### src/rtl/hit_pkg.sv
package hit_pkg;
  // Strobes from the control half to the datapath half.
  typedef struct packed {
    logic polInv;     // invert raw decisions before registration
    logic pulseSel;   // registered output-style select
    logic clearHist;  // wipe crossing history at this edge
  } ctrl_t;
endpackage

### src/rtl/hit_ctrl.sv
module hit_ctrl
  import hit_pkg::*;
(
  input  logic  clk,
  input  logic  rst_n,
  input  logic  polarityNeg,
  input  logic  pulseMode,
  output ctrl_t ctrl
);
  logic polQ;
  logic modeQ;
  logic live;

  always_ff @(posedge clk or negedge rst_n) begin
    if (!rst_n) begin
      polQ  <= 1'b0;
      modeQ <= 1'b0;
      live  <= 1'b0;
    end else begin
      polQ  <= polarityNeg;
      modeQ <= pulseMode;
      live  <= 1'b1;
    end
  end

  always_comb begin
    ctrl.polInv    = polarityNeg;
    ctrl.pulseSel  = modeQ;
    ctrl.clearHist = (polarityNeg != polQ) || (pulseMode != modeQ);
  end

  // the style select in use is the one sampled at the previous edge
  a_r6_mode_next_edge: assert property (@(posedge clk) disable iff (!rst_n)
    live |-> (ctrl.pulseSel == $past(pulseMode)));

endmodule

### src/rtl/hit_path.sv
module hit_path
  import hit_pkg::*;
#(
  parameter int NUM_CH = 8,
  parameter int CODE_W = 8,
  parameter int GRP    = 4
) (
  input  logic                     clk,
  input  logic                     rst_n,
  input  ctrl_t                    ctrl,
  input  logic [NUM_CH-1:0]        rawHit,
  input  logic                     binSource,
  input  logic [CODE_W-1:0]        hitCode,
  input  logic [CODE_W-1:0]        pedCode,
  input  logic [NUM_CH*CODE_W-1:0] analogSample,
  output logic [NUM_CH-1:0]        hitOut,
  output logic [NUM_CH/GRP-1:0]    groupOr,
  output logic [NUM_CH*CODE_W-1:0] pipeCode
);
  localparam int NUM_GRP = NUM_CH / GRP;

  logic [NUM_CH-1:0] decReg;
  logic [NUM_CH-1:0] prevDec;
  logic              live;

  always_ff @(posedge clk or negedge rst_n) begin
    if (!rst_n) live <= 1'b0;
    else        live <= 1'b1;
  end

  for (genvar ch = 0; ch < NUM_CH; ch++) begin : g_chan
    always_ff @(posedge clk or negedge rst_n) begin
      if (!rst_n) begin
        decReg[ch]  <= 1'b0;
        prevDec[ch] <= 1'b0;
      end else begin
        decReg[ch]  <= rawHit[ch] ^ ctrl.polInv;
        prevDec[ch] <= ctrl.clearHist ? 1'b0 : decReg[ch];
      end
    end

    assign hitOut[ch] = ctrl.pulseSel ? (decReg[ch] & ~prevDec[ch]) : decReg[ch];

    assign pipeCode[ch*CODE_W +: CODE_W] =
      binSource ? (hitOut[ch] ? hitCode : pedCode)
                : analogSample[ch*CODE_W +: CODE_W];
  end

  for (genvar g = 0; g < NUM_GRP; g++) begin : g_group
    assign groupOr[g] = |hitOut[g*GRP +: GRP];
  end

  // without a history wipe, no channel pulses in two consecutive cycles
  a_r4_no_double_pulse: assert property (@(posedge clk) disable iff (!rst_n)
    (live && ctrl.pulseSel && !$past(ctrl.clearHist)) |-> ((hitOut & $past(hitOut)) == '0));

  // a group bit can only be set if some channel is set
  a_r7_group_needs_hit: assert property (@(posedge clk) disable iff (!rst_n)
    $countones(groupOr) <= $countones(hitOut));

endmodule

### src/rtl/hit_conditioner.sv
module hit_conditioner
  import hit_pkg::*;
#(
  parameter int NUM_CH = 8,
  parameter int CODE_W = 8
) (
  input  logic                     clk,
  input  logic                     rst_n,
  input  logic [NUM_CH-1:0]        rawHit,
  input  logic                     polarityNeg,
  input  logic                     pulseMode,
  input  logic                     binSource,
  input  logic [CODE_W-1:0]        hitCode,
  input  logic [CODE_W-1:0]        pedCode,
  input  logic [NUM_CH*CODE_W-1:0] analogSample,
  output logic [NUM_CH-1:0]        hitOut,
  output logic [NUM_CH/4-1:0]      groupOr,
  output logic [NUM_CH*CODE_W-1:0] pipeCode
);
  localparam int GRP = 4;

  ctrl_t ctrl;
  logic  live;

  always_ff @(posedge clk or negedge rst_n) begin
    if (!rst_n) live <= 1'b0;
    else        live <= 1'b1;
  end

  hit_ctrl u_ctrl (
    .clk         (clk),
    .rst_n       (rst_n),
    .polarityNeg (polarityNeg),
    .pulseMode   (pulseMode),
    .ctrl        (ctrl)
  );

  hit_path #(
    .NUM_CH (NUM_CH),
    .CODE_W (CODE_W),
    .GRP    (GRP)
  ) u_path (
    .clk          (clk),
    .rst_n        (rst_n),
    .ctrl         (ctrl),
    .rawHit       (rawHit),
    .binSource    (binSource),
    .hitCode      (hitCode),
    .pedCode      (pedCode),
    .analogSample (analogSample),
    .hitOut       (hitOut),
    .groupOr      (groupOr),
    .pipeCode     (pipeCode)
  );

  // in time-over-threshold style the output is last edge's corrected decision
  a_r3_tot_follows: assert property (@(posedge clk) disable iff (!rst_n)
    (live && !$past(pulseMode)) |->
      (hitOut == ($past(rawHit) ^ {NUM_CH{$past(polarityNeg)}})));

  // binary storage with no hits shows the pedestal code on every lane
  a_r8_pedestal_lanes: assert property (@(posedge clk) disable iff (!rst_n)
    (binSource && hitOut == '0) |-> (pipeCode == {NUM_CH{pedCode}}));

endmodule

### config.mk
export PLATFORM = sky130hd
export DESIGN_NAME = hit_conditioner
export DESIGN_NICKNAME = d
export VERILOG_FILES = /design/src/rtl/hit_pkg.sv /design/src/rtl/hit_ctrl.sv /design/src/rtl/hit_path.sv /design/src/rtl/hit_conditioner.sv
export SDC_FILE = /design/constraint.sdc
export NUM_CORES = 1
export LEC_CHECK = 0
export ABC_AREA = 1
export CAP_MARGIN = 20
export CORE_MARGIN = 4
export CORE_UTILIZATION = 38
export CTS_BUF_LIST = sky130_fd_sc_hd__clkbuf_8 sky130_fd_sc_hd__clkbuf_16
export DETAILED_ROUTE_END_ITERATION = 8
export PLACE_DENSITY = 0.89
export SETUP_SLACK_MARGIN = 0.05
export SYNTH_ARGS = -nofsm -noshare
export SYNTH_HDL_FRONTEND = slang
export SYNTH_SLANG_ARGS = --single-unit
### constraint.sdc
create_clock -name clk -period 3.2 [get_ports clk]
set_clock_uncertainty 0.05 [all_clocks]
set_input_delay 0.32 -clock clk [delete_from_list [all_inputs] [get_ports clk]]
set_output_delay 0.32 -clock clk [all_outputs]
set_load 0.01 [all_outputs]
### After elaboration in Yosys (flattened, before gate mapping)

Cells that the tools add are included.

| storage, ports and cells | value |
|---|---|
| output and inout port bits | 74 |
| bits in registers | 18 |

| operators by class | value |
|---|---|
| multiplexer cells | 32 |
| equal/unequal tests | 2 |
| bitwise logic cells | 24 |
| reductions and logical operators | 3 |

Operator list:

| kind | count |
|---|---|
| 2-to-1 mux 8 bit | 16 |
| 2-to-1 mux 1 bit | 16 |
| AND 1 bit | 8 |
| inverter 1 bit | 8 |
| OR reduction 4 bit | 2 |
| bitwise XOR 1 bit | 8 |
| != test 1 bit | 2 |
| logical OR 1 bit | 1 |

### Longest topological paths before layout

Gate-level depths: netlist of the first run.

| depth | value |
|---|---|
| depth in word-level cells | 5 |
| mapped depth | 6 |

### Cells and area by module

Synthesis of the first run repeated with hierarchy kept, for this count alone.

| second synthesis, totals | value |
|---|---|
| cells, all modules | 438 |
| area total of the unflattened synthesis | 2329.7 um^2 |

By module, submodules not included:

| module | area each (um^2) | instances | seq. area each (um^2) | cells an instance |
|---|---|---|---|---|
| hit_path | 2233.4 | 1 | 400.4 | 427 |
| hit_ctrl | 96.3 | 1 | 50.0 | 11 |

### Worst setup path before layout of the first run

Ideal clock, no wire load.

| timing | value |
|---|---|
| kind | register to output |
| start point | reg u_ctrl.modeQ |
| end point | out pipeCode[24] |
| cell stages (with the launch flop) | 7 |
| arrival time | 0.964 ns |
| path buffers | 1 |
| data required time | 2.830 ns |
| setup slack | 1.866 ns |
| cells stage by stage | dfrtp_1 buf_6 nand2_2 nand2_2 nand2_1 nand3_1 nand2_1 |

| between the ends | value |
|---|---|
| word-level cells in the longest chain between the ends | 3 |

RTL lines:

| item | line | text |
|---|---|---|
| start, declared | hit_ctrl.sv:11 | `logic modeQ;` |
| start signal, assigned | hit_ctrl.sv:21 | `modeQ <= pulseMode;` |
| 2-to-1 mux 1 bit | hit_path.sv:42 | `assign hitOut[ch] = ctrl.pulseSel ? (decReg[ch] & ~prevDec[ch]) : decReg[ch];` |
| 2-to-1 mux 8 bit (2 in a row) | hit_path.sv:45 | `binSource ? (hitOut[ch] ? hitCode : pedCode)` |
| end, declared | hit_conditioner.sv:18 | `output logic [NUM_CH*CODE_W-1:0] pipeCode` |

Every way passes these cells.

### Final worst setup path of the first run

| timing | value |
|---|---|
| start point | reg u_ctrl.modeQ |
| end point | out pipeCode[18] |

The elaborated chain is that of the path after synthesis.

==> impl_results.md, run 1 <==
* Outcome: completed
* Max-Cap Viols at 0
* H-tree depth at 1
* LEAKAGE at between 0.002 and 0.0025 µW
* Post-route cell area at 3990 µm²
* Post-DP HPWL at 7560 µm
* Synth Instances at 431
* Crit start category: flip-flop
* Final count of hold timing violations at 0
* Maximum fanout along the worst path at 10
* CP peak stage delay at 630 ps
* Setup TNS Final at 0 ps
* Slew @ Worst Pin at 786 ps
* CTS Root Cell: clkbuf_8
* Min Tclk post-route at 2470 ps
* Post-synthesis average cell area at 5.35 µm²
* Mapped Area at 2310 µm²
* Synth Net Count at approximately 520
* Residual DRC at 0
* Register area share after synthesis at 0.195
* Antenna violations before repair at 0
* Most frequent cells in the layout: 193 x nand2_1, 165 x clkdlybuf4s50_1, 128 x nand3_1, 32 x inv_1, 18 x dfrtp_1
* Worst path slowest cell: dfrtp_1
* CTS tree: yes
* IO Pins at 167
* Layout cell share with drive strength beyond 1 at 0.0397
* First-pass GRT wire length at 15500 µm
* DRT Pass-1 Iters at 5
* Total gr overflow at 0
* Crit. Startpoint: u_ctrl.modeQ
* GRT Overall Usage at 0.258
* Insertion delay to the later sink of the worst-skew pair at 250 ps
* WL per Instance at 14.9 µm
* CTS resizes at 0
* Vias in the first global route at 3280
* Worst endpoint data arrival time at 2100 ps
* Critical path destination: pipeCode[18]
* Post-placement cell count at 651
* Yosys top cell by area: nand2_1
* Clk slew on worst S/H paths at approximately 60 ps
* Setup Buffers After CTS at 0
* Total Wirelength at 9750 µm
* Largest net degree at the start of global routing at 39
* Top cells by area, synth: nand2_1 31%, nand3_1 28%, dfrtp_1 20%
* Detail Route Antenna Nets at 0
* RSZ-0062 raised after global routing: no
* Peak supply drop at 0.000243 V
* Yosys Warn Count at 0
* NumNets Final at 674
* Hold_buf cts at 0
* Commonest non-fill, non-tap cell in the layout: nand2_1
* P&R area growth vs syn at 72.9%
* R2r setup slk at 1870 ps
* Crit path capture type: primary output
* WHS at 476 ps
* Setup violators final at 0
* Area after DPL at approximately 3900 µm²
* Crit-path cells: nand2_2 -> nand2_2 -> nand2_1 -> nand3_1 -> nand2_1 -> clkdlybuf4s50_1
* Yosys top cell area share at 0.314
* Worst r2r src: u_ctrl.modeQ
* Max Fclk at about 410 MHz
* Die Height at roughly 86 µm
* RePlAce Congestion at 0.863
* Die area at roughly 7400 µm²
* Final Instance Count excl. Fillers at about 650
* Die X at 85.9 µm
* Fin crit share at 0.771
* Required time of the critical path at roughly 2800 ps
* Via count of the routed design at 3410
* Via density at 5.21
* Port bufs at 166
* Initial core utilization at 0.390
* Max Slew Vio Count at 0
* Worst hold path class: in2async
* Max clock buf depth at 2
* # diodes at 0
* Core ar. at just under 6000 µm²
* Total clock buffers created by CTS at 3
* Rows at 28
* 1st-iter DRT viols at 324
* Sink Count at 18
* #FFs+latches synth at 18
* Relative slew slack at 0.475
* Post-synthesis cell type count at 14
* Crit path kind: reg2out
* Worst Reg-to-Reg Cells at 3
* Power Dens Cells at 282 nW/µm²
* Worst R2R End: u_path.prevDec[0]
cell families after synthesis:
kind of cell           after synthesis  synth area share
AND/OR/NAND/NOR                    347             0.653
buffers and inverters               56             0.113
flip-flops                          18             0.195
XOR/XNOR                            10            0.0380
final cells by class:
type,instances,area (µm²)
clock buffer,3,41.3
inverter,33,124
sequential,18,450
multi-input combinational,357,1600
tap,75,93.8
timing repair buffer,168,1680
fill,537,1930
registers in the layout, indices dropped and copies added, names as in the netlist:
signal,cells
u_ctrl.modeQ,1
u_path.prevDec,8
u_path.decReg,8
u_ctrl.polQ,1
synthesized netlist by cell type:
| cell type | number |
|---|---|
| nand2_1 | 193 |
| buf_2 | 11 |
| buf_6 | 4 |
| inv_1 | 32 |
| inv_2 | 1 |
| dfrtp_1 | 18 |
| xor2_1 | 8 |
| nand2_2 | 16 |
| nand3_1 | 128 |
| nand4_1 | 2 |
| xnor2_1 | 2 |
| clkbuf_1 | 6 |
| buf_4 | 2 |
| nor2_1 | 8 |
metal layers:
metal / part of all wire / vias to the layer above / GRT usage / wire length (µm)
li1: - / 1672 / - / -
met3: 0.12 / 23 / 0.0624 / 1130
met5: 0 / - / 0 / 0
met1: 0.37 / 1511 / 0.314 / 3630
met2: 0.49 / 204 / 0.451 / 4790
met4: 0.020 / 0 / 0.0705 / 194
critical path, delay by kind of cell (launching register included):
kind,cells,cell delay (ps)
buffers and inverters,1,470
flip-flops,1,630
AND/OR/NAND/NOR,5,740
stage by stage:
step / total power [µW] / utilization / setup slack [ps]
2_1_floorplan: 599 / - / 1870
4_1_cts: 1130 / 0.674 / 767
5_1_grt: 1200 / 0.674 / 596
3_3_place_gp: 957 / 0.667 / 891
3_5_place_dp: 970 / 0.667 / 833
6_report: 1130 / 0.674 / 733
how the worst min path moves through the flow:
stage	cells past startpoint	slack [ps]	startpoint	end
2_1_floorplan	0	-30	rst_n	u_ctrl.modeQ
3_3_place_gp	2	580	u_path.decReg[0]	u_path.prevDec[0]
3_5_place_dp	2	590	u_path.decReg[7]	u_path.prevDec[7]
4_1_cts	1	500	rst_n	u_path.prevDec[0]
5_1_grt	1	530	pulseMode	u_ctrl.modeQ
6_report	1	480	rst_n	u_path.decReg[1]
power breakdown:
| part | total, µW | switching (µW) | internal, µW |
|---|---|---|---|
| registers | 285 | 38.3 | 247 |
| logic | 686 | 324 | 362 |
| clock network | 154 | 70.1 | 83.6 |
No activity file was read; power rests on OpenSTA's default activity.
==> inputs of run 2 (changes only) <==
- CORE_UTILIZATION: 38 -> 32
- PLACE_DENSITY: 0.89 -> 0.8
- clock period: 3.2 -> 2.2 ns (I/O delays scaled with it)
==> impl_results.md, run 2 (same netlist as run 1, synthesis figures left out) <==
* Die Height at 92.9 µm
* Commonest non-fill, non-tap cell in the layout: nand2_1
* Final core utilization at 0.628
* Maximum fanout along the worst path at 10
* R2r setup slk at 860 ps
* Switching power at 655 µW
* Clk slew on worst S/H paths at 60 ps
* Max-Cap Viols at 0
* Fill cell count at 656
* CTS Root Cell: clkbuf_8
* WL per Instance at approximately 16 µm
* Crit path kind: reg2out
* Worst R2R End: u_path.prevDec[2]
* Slew @ Worst Pin at 780 ps
* Layout cell share with drive strength beyond 1 at 0.0593
* Worst Reg-to-Reg Cells at 5
* Storage cell area at 452 µm²
* Max clock buf depth at 2
* Rows at 30
* GRT Overall Usage at 0.231
* Final Instance Count excl. Fillers at just under 700
* Total Wirelength at 10700 µm
* Crit start category: flip-flop
* RSZ-0062 raised after global routing: yes
* Vias in the first global route at 3181
* Total gr overflow at 0
* Antenna violations before repair at 0
* CTS tree: yes
* Pre-CTS setup slack at 129 ps
* Max Slew Vio Count at 0
* Insertion delay to the later sink of the worst-skew pair at 250 ps
* Crit path capture type: primary output
* Hold_buf cts at 0
* Sink Count at 18
* H-tree depth at 1
* DRT Pass-1 Iters at 5
* RePlAce Congestion at 0.841
* Sw frac at 0.396
* Worst r2r src: u_ctrl.modeQ
* Power Total at between 1500 and 2000 µW
* Core ar. at 6910 µm²
* First-pass GRT wire length at 16000 µm
* Fin crit share at 0.972
* Required time of the critical path at around 1900 ps
* Largest regs: u_path.decReg (8), u_path.prevDec (8)
* Area of the multi-input gates at 1690 µm²
* IO Pins at 167
* Final count of hold timing violations at 0
* Port bufs at between 150 and 200
* Setup TNS Final at 0 ps
* Pint at 1000 µW
* Max Fclk at 467 MHz
* Worst Setup Slack, final at 60.6 ps
* Worst endpoint data arrival time at 1870 ps
* 1st-iter DRT viols at 330
* Post-placement cell count at 675
* Clock share of power at 0.133
* Largest net degree at the start of global routing at 43
* Via density at a little over 5
* Detail Route Antenna Nets at 0
* LEAKAGE at 0.00265 µW
* Flop pwr share at 0.255
* Initial core utilization at 0.334
* Die area at 8630 µm²
* # diodes at 0
* Outcome: completed
* Via count of the routed design at 3534
* Power Dens Cells at around 380 nW/µm²
* Total clock buffers created by CTS at 3
* Relative slew slack at 0.478
* NumNets Final at between 600 and 700
* Combinational Power Share at 0.611
* Worst hold path class: in2async
* Most frequent cells in the layout: 193 x nand2_1, 128 x nand3_1, 110 x clkdlybuf4s50_1, 55 x dlymetal6s2s_1, 32 x inv_1
* Die X at 92.9 µm
* Peak supply drop at 0.000301 V
* Setup violators final at 0
* P&R area growth vs syn at 87.9%
* Post-DP HPWL at 7960 µm
* Residual DRC at 0
* Min Tclk post-route at 2140 ps
run 2: worst max-delay path, cell delays in order, from the launching register on:
cell             delay (ps)
dfrtp_2                 400
buf_4                   200
nand2_4                 130
nand2_4                 100
nand2_1                  80
nand3_1                  90
nand2_1                  80
clkdlybuf4s50_1         530
run 2: worst max path at each step:
stage | start | to | slack, ps | cells past startpoint
after floorplan | u_ctrl.modeQ | pipeCode[24] | 970 | 6
after global placement | u_ctrl.modeQ | pipeCode[7] | 170 | 6
after detailed placement | u_ctrl.modeQ | pipeCode[7] | 130 | 6
after CTS | u_ctrl.modeQ | pipeCode[23] | 30 | 7
after global routing | u_ctrl.modeQ | pipeCode[20] | 1 | 7
final | u_ctrl.modeQ | pipeCode[37] | 60 | 7
run 2: layout make-up:
class	count	share of cell area
Timing Repair Buffer	179	0.439
Tap cell	96	0.0277
Clock buffer	3	0.00953
Multi-Input combinational cell	357	0.391
Sequential cell	18	0.104
Inverter	33	0.0286
run 2: power by group through the flow:
stage	combinational, µW	clock (µW)	sequential (µW)
2_1_floorplan	498	0	373
3_3_place_gp	990	0	416
3_5_place_dp	1000	0	419
4_1_cts	1020	229	416
5_1_grt	1100	247	427
6_report	1010	221	423
run 2: per-layer routing:
metal,vias up,track usage,share of wire,wire length (µm)
met5,-,0,0,0
met4,0,0.0635,0.020,214
met3,25,0.0406,0.11,1150
met2,228,0.394,0.48,5110
met1,1584,0.297,0.39,4210
li1,1697,-,-,-
run 2: through the flow:
step	hold slack [ps]	area, µm²
after detailed placement	589	3980
after global placement	573	3980
final	377	4330
after floorplan	-126	2310
after CTS	402	4100
after global routing	413	4330
run 2: repair_timing:
| action | 4_1_cts | 5_1_grt |
|---|---|---|
| setup endpoints to repair | 70 | 64 |
| gates resized for setup | 12 | 63 |
| cloned | 0 | 0 |
| buffers inserted | 3 | 5 |
| pin swaps | 0 | 3 |
==> inputs of run 3 (changes only) <==
- SYNTH_HIERARCHICAL: unset -> 1
==> impl_results.md, run 3 <==
* Maximum fanout along the worst path at 10
* IO Pins at 167
* Total clock buffers created by CTS at 3
* Post-synthesis simple-gate area fraction at 0.652
* NumNets Final at around 690
* 1st-iter DRT viols at 335
* Via count of the routed design at 3468
* Synth Area in XOR/XNOR at 0.0338
* Final count of hold timing violations at 0
* Outcome: completed
* Clk slew on worst S/H paths at about 70 ps
* Die Height at 93.3 µm
* Residual DRC at 0
* Die area at 8710 µm²
* Yosys Warn Count at 6
* Post-synthesis cell type count at 14
* Initial core utilization at 0.335
* Post-synth EDFFs at 0
* Layout cell share with drive strength beyond 1 at 0.0591
* Power Total at approximately 1600 µW
* Synth Net Count at between 500 and 600
* Slew @ Worst Pin at about 820 ps
* Fraction of registers with async set/reset at 1.00
* Setup violators final at 0
* Antenna violations before repair at 0
* First-pass GRT wire length at 15800 µm
* Rows at 30
* H-tree depth at 1
* Post-Synth Adder-Cell Area at 0
* Mapped Area at approximately 2300 µm²
* GRT Overall Usage at 0.226
* Required time of the critical path at 1930 ps
* Top FF cell, synth: dfrtp_1
* Worst endpoint data arrival time at 1830 ps
* Compound-Gate Fraction of Synth Area at 0
* Total gr overflow at 0
* Min Tclk post-route at 2100 ps
* P&R area growth vs syn at 85.1%
* Worst Setup Slack, final at between 100 and 150 ps
* Worst R2R End: u_path/prevDec[2]
* Multiplexer share of the synthesized area at 0
* R2r setup slk at roughly 1000 ps
* Most frequent cells in the layout: 196 x nand2_1, 127 x nand3_1, 116 x clkdlybuf4s50_1, 49 x dlymetal6s2s_1, 34 x inv_1
* Core ar. at 6940 µm²
* Sink Count at 18
* CTS Root Cell: clkbuf_8
* #FFs+latches synth at 18
* Yosys top cell by area: nand2_1
* Register area share after synthesis at 0.193
* Die X at ~93 µm
* LEAKAGE at 0.00259 µW
* Post-synthesis average cell area at 5.32 µm²
* Detail Route Antenna Nets at 0
* Max-Cap Viols at 0
* DRT Pass-1 Iters at 5
* Insertion delay to the later sink of the worst-skew pair at 250 ps
* Fin crit share at 0.953
* RSZ-0062 raised after global routing: no
* Largest family of logic cells by synthesized area: simple AND/OR/NAND/NOR gates
* CTS tree: yes
* Post-DP HPWL at 7860 µm
* Synth top cells by count: 196 x nand2_1, 128 x nand3_1, 34 x inv_1, 18 x dfrtp_1, 16 x nand2_2
* Top cells by area, synth: nand2_1 32%, nand3_1 27%, dfrtp_1 19%
* DR WL met2 at approximately 5100 µm
* Largest net degree at the start of global routing at 53
* Worst hold path class: in2async
* RePlAce Congestion at 0.859
* Routed wire length on met3 at approximately 1200 µm
* Total Wirelength at 10600 µm
* Max Fclk at 477 MHz
* Peak supply drop at around 0.00037 V
* Count leader, synth: nand2_1
* Critical path destination: pipeCode[37]
* Worst Reg-to-Reg Cells at 6
* Commonest non-fill, non-tap cell in the layout: nand2_1
* Crit start category: flip-flop
* # diodes at 0
* WL per Instance at 15.5 µm
* Max clock buf depth at 2
* Yosys top cell area share at 0.316
* Relative slew slack at 0.455
* Crit. Startpoint: u_ctrl/modeQ
* Pre-CTS setup slack at around 150 ps
* Crit path kind: reg2out
* Uppermost layer routed: met4
* Synth Instances at roughly 440
* Via density at 5.04
* Met1 wire length at approximately 4200 µm
* Max Slew Vio Count at 0
* Power Dens Cells at 382 nW/µm²
* Crit path capture type: primary output
* Worst r2r src: u_ctrl/modeQ
* Vias in the first global route at 3152
* Largest regs: u_path/decReg (8), u_path/prevDec (8)
* Port bufs at 166
run 3: cell count changes after synthesis, sizes merged:
cell | previous run | this run
clkbuf | 6 | 7
buf | 17 | 19
xnor2 | 2 | 1
inv | 33 | 35
nand2 | 209 | 212
run 3: worst max-delay path, cell delays in order (launching register included):
cell and delay [ps]:
dfrtp_2 430, buf_6 150, nand2_4 110, nand2_4 110, nand2_1 90, nand3_1 80, nand2_1 70, clkdlybuf4s50_1 530
run 3: kinds of logic (layout without fill, tap and decap cells):
| kind of cell | Yosys count | in the layout |
|---|---|---|
| xor+xnor | 9 | 9 |
| buf+inv | 61 | 215 |
| flops | 18 | 18 |
| simple gates | 350 | 350 |
run 3: repair_timing:
| item | in CTS | in global routing |
|---|---|---|
| buffers inserted | 0 | 3 |
| hold buffers | 0 | 0 |
| setup endpoints to repair | 68 | 64 |
| gates resized for setup | 2 | 66 |
run 3: worst min-delay path by stage:
| stage | startpoint | to | slack, ps |
|---|---|---|---|
| after floorplan | rst_n | u_ctrl/modeQ | -130 |
| after global placement | u_path/decReg[7] | u_path/prevDec[7] | 570 |
| after detailed placement | u_path/decReg[7] | u_path/prevDec[7] | 580 |
| after CTS | rst_n | u_path/decReg[3] | 410 |
| after global routing | rst_n | u_path/decReg[2] | 450 |
| final | rst_n | u_path/decReg[2] | 390 |
run 3: power by group:
group	switching, µW	internal [µW]	total [µW]
clock network	108	122	230
registers	56.5	357	414
logic	483	523	1010
total	648	1000	1650
run 3: area by class of cell:
type                            count  area (µm²)
Timing Repair Buffer              177        1890
Multi-Input combinational cell    359        1680
Fill cell                         650        2630
Sequential cell                    18         453
Inverter                           35         131
Tap cell                           96         120
Clock buffer                        3        41.3
run 3: metrics by stage:
| stage | setup TNS (ps) | hold slack, ps | area (µm²) | utilization | cells |
|---|---|---|---|---|---|
| CTS | -9.17 | 411 | 4090 | 0.589 | 685 |
| floorplan | 0 | -126 | 2330 | - | 438 |
| detailed placement | 0 | 576 | 4040 | 0.582 | 682 |
| global placement | 0 | 571 | 4040 | 0.582 | 682 |
| global route | 0 | 449 | 4310 | 0.621 | 688 |
| finish | 0 | 386 | 4310 | 0.621 | 688 |
run 3: routing by layer:
layer | vias up | track usage
met3 | 15 | 0.0515
met4 | 0 | 0.0757
li1 | 1702 | -
met5 | - | 0
met1 | 1526 | 0.289
met2 | 225 | 0.373
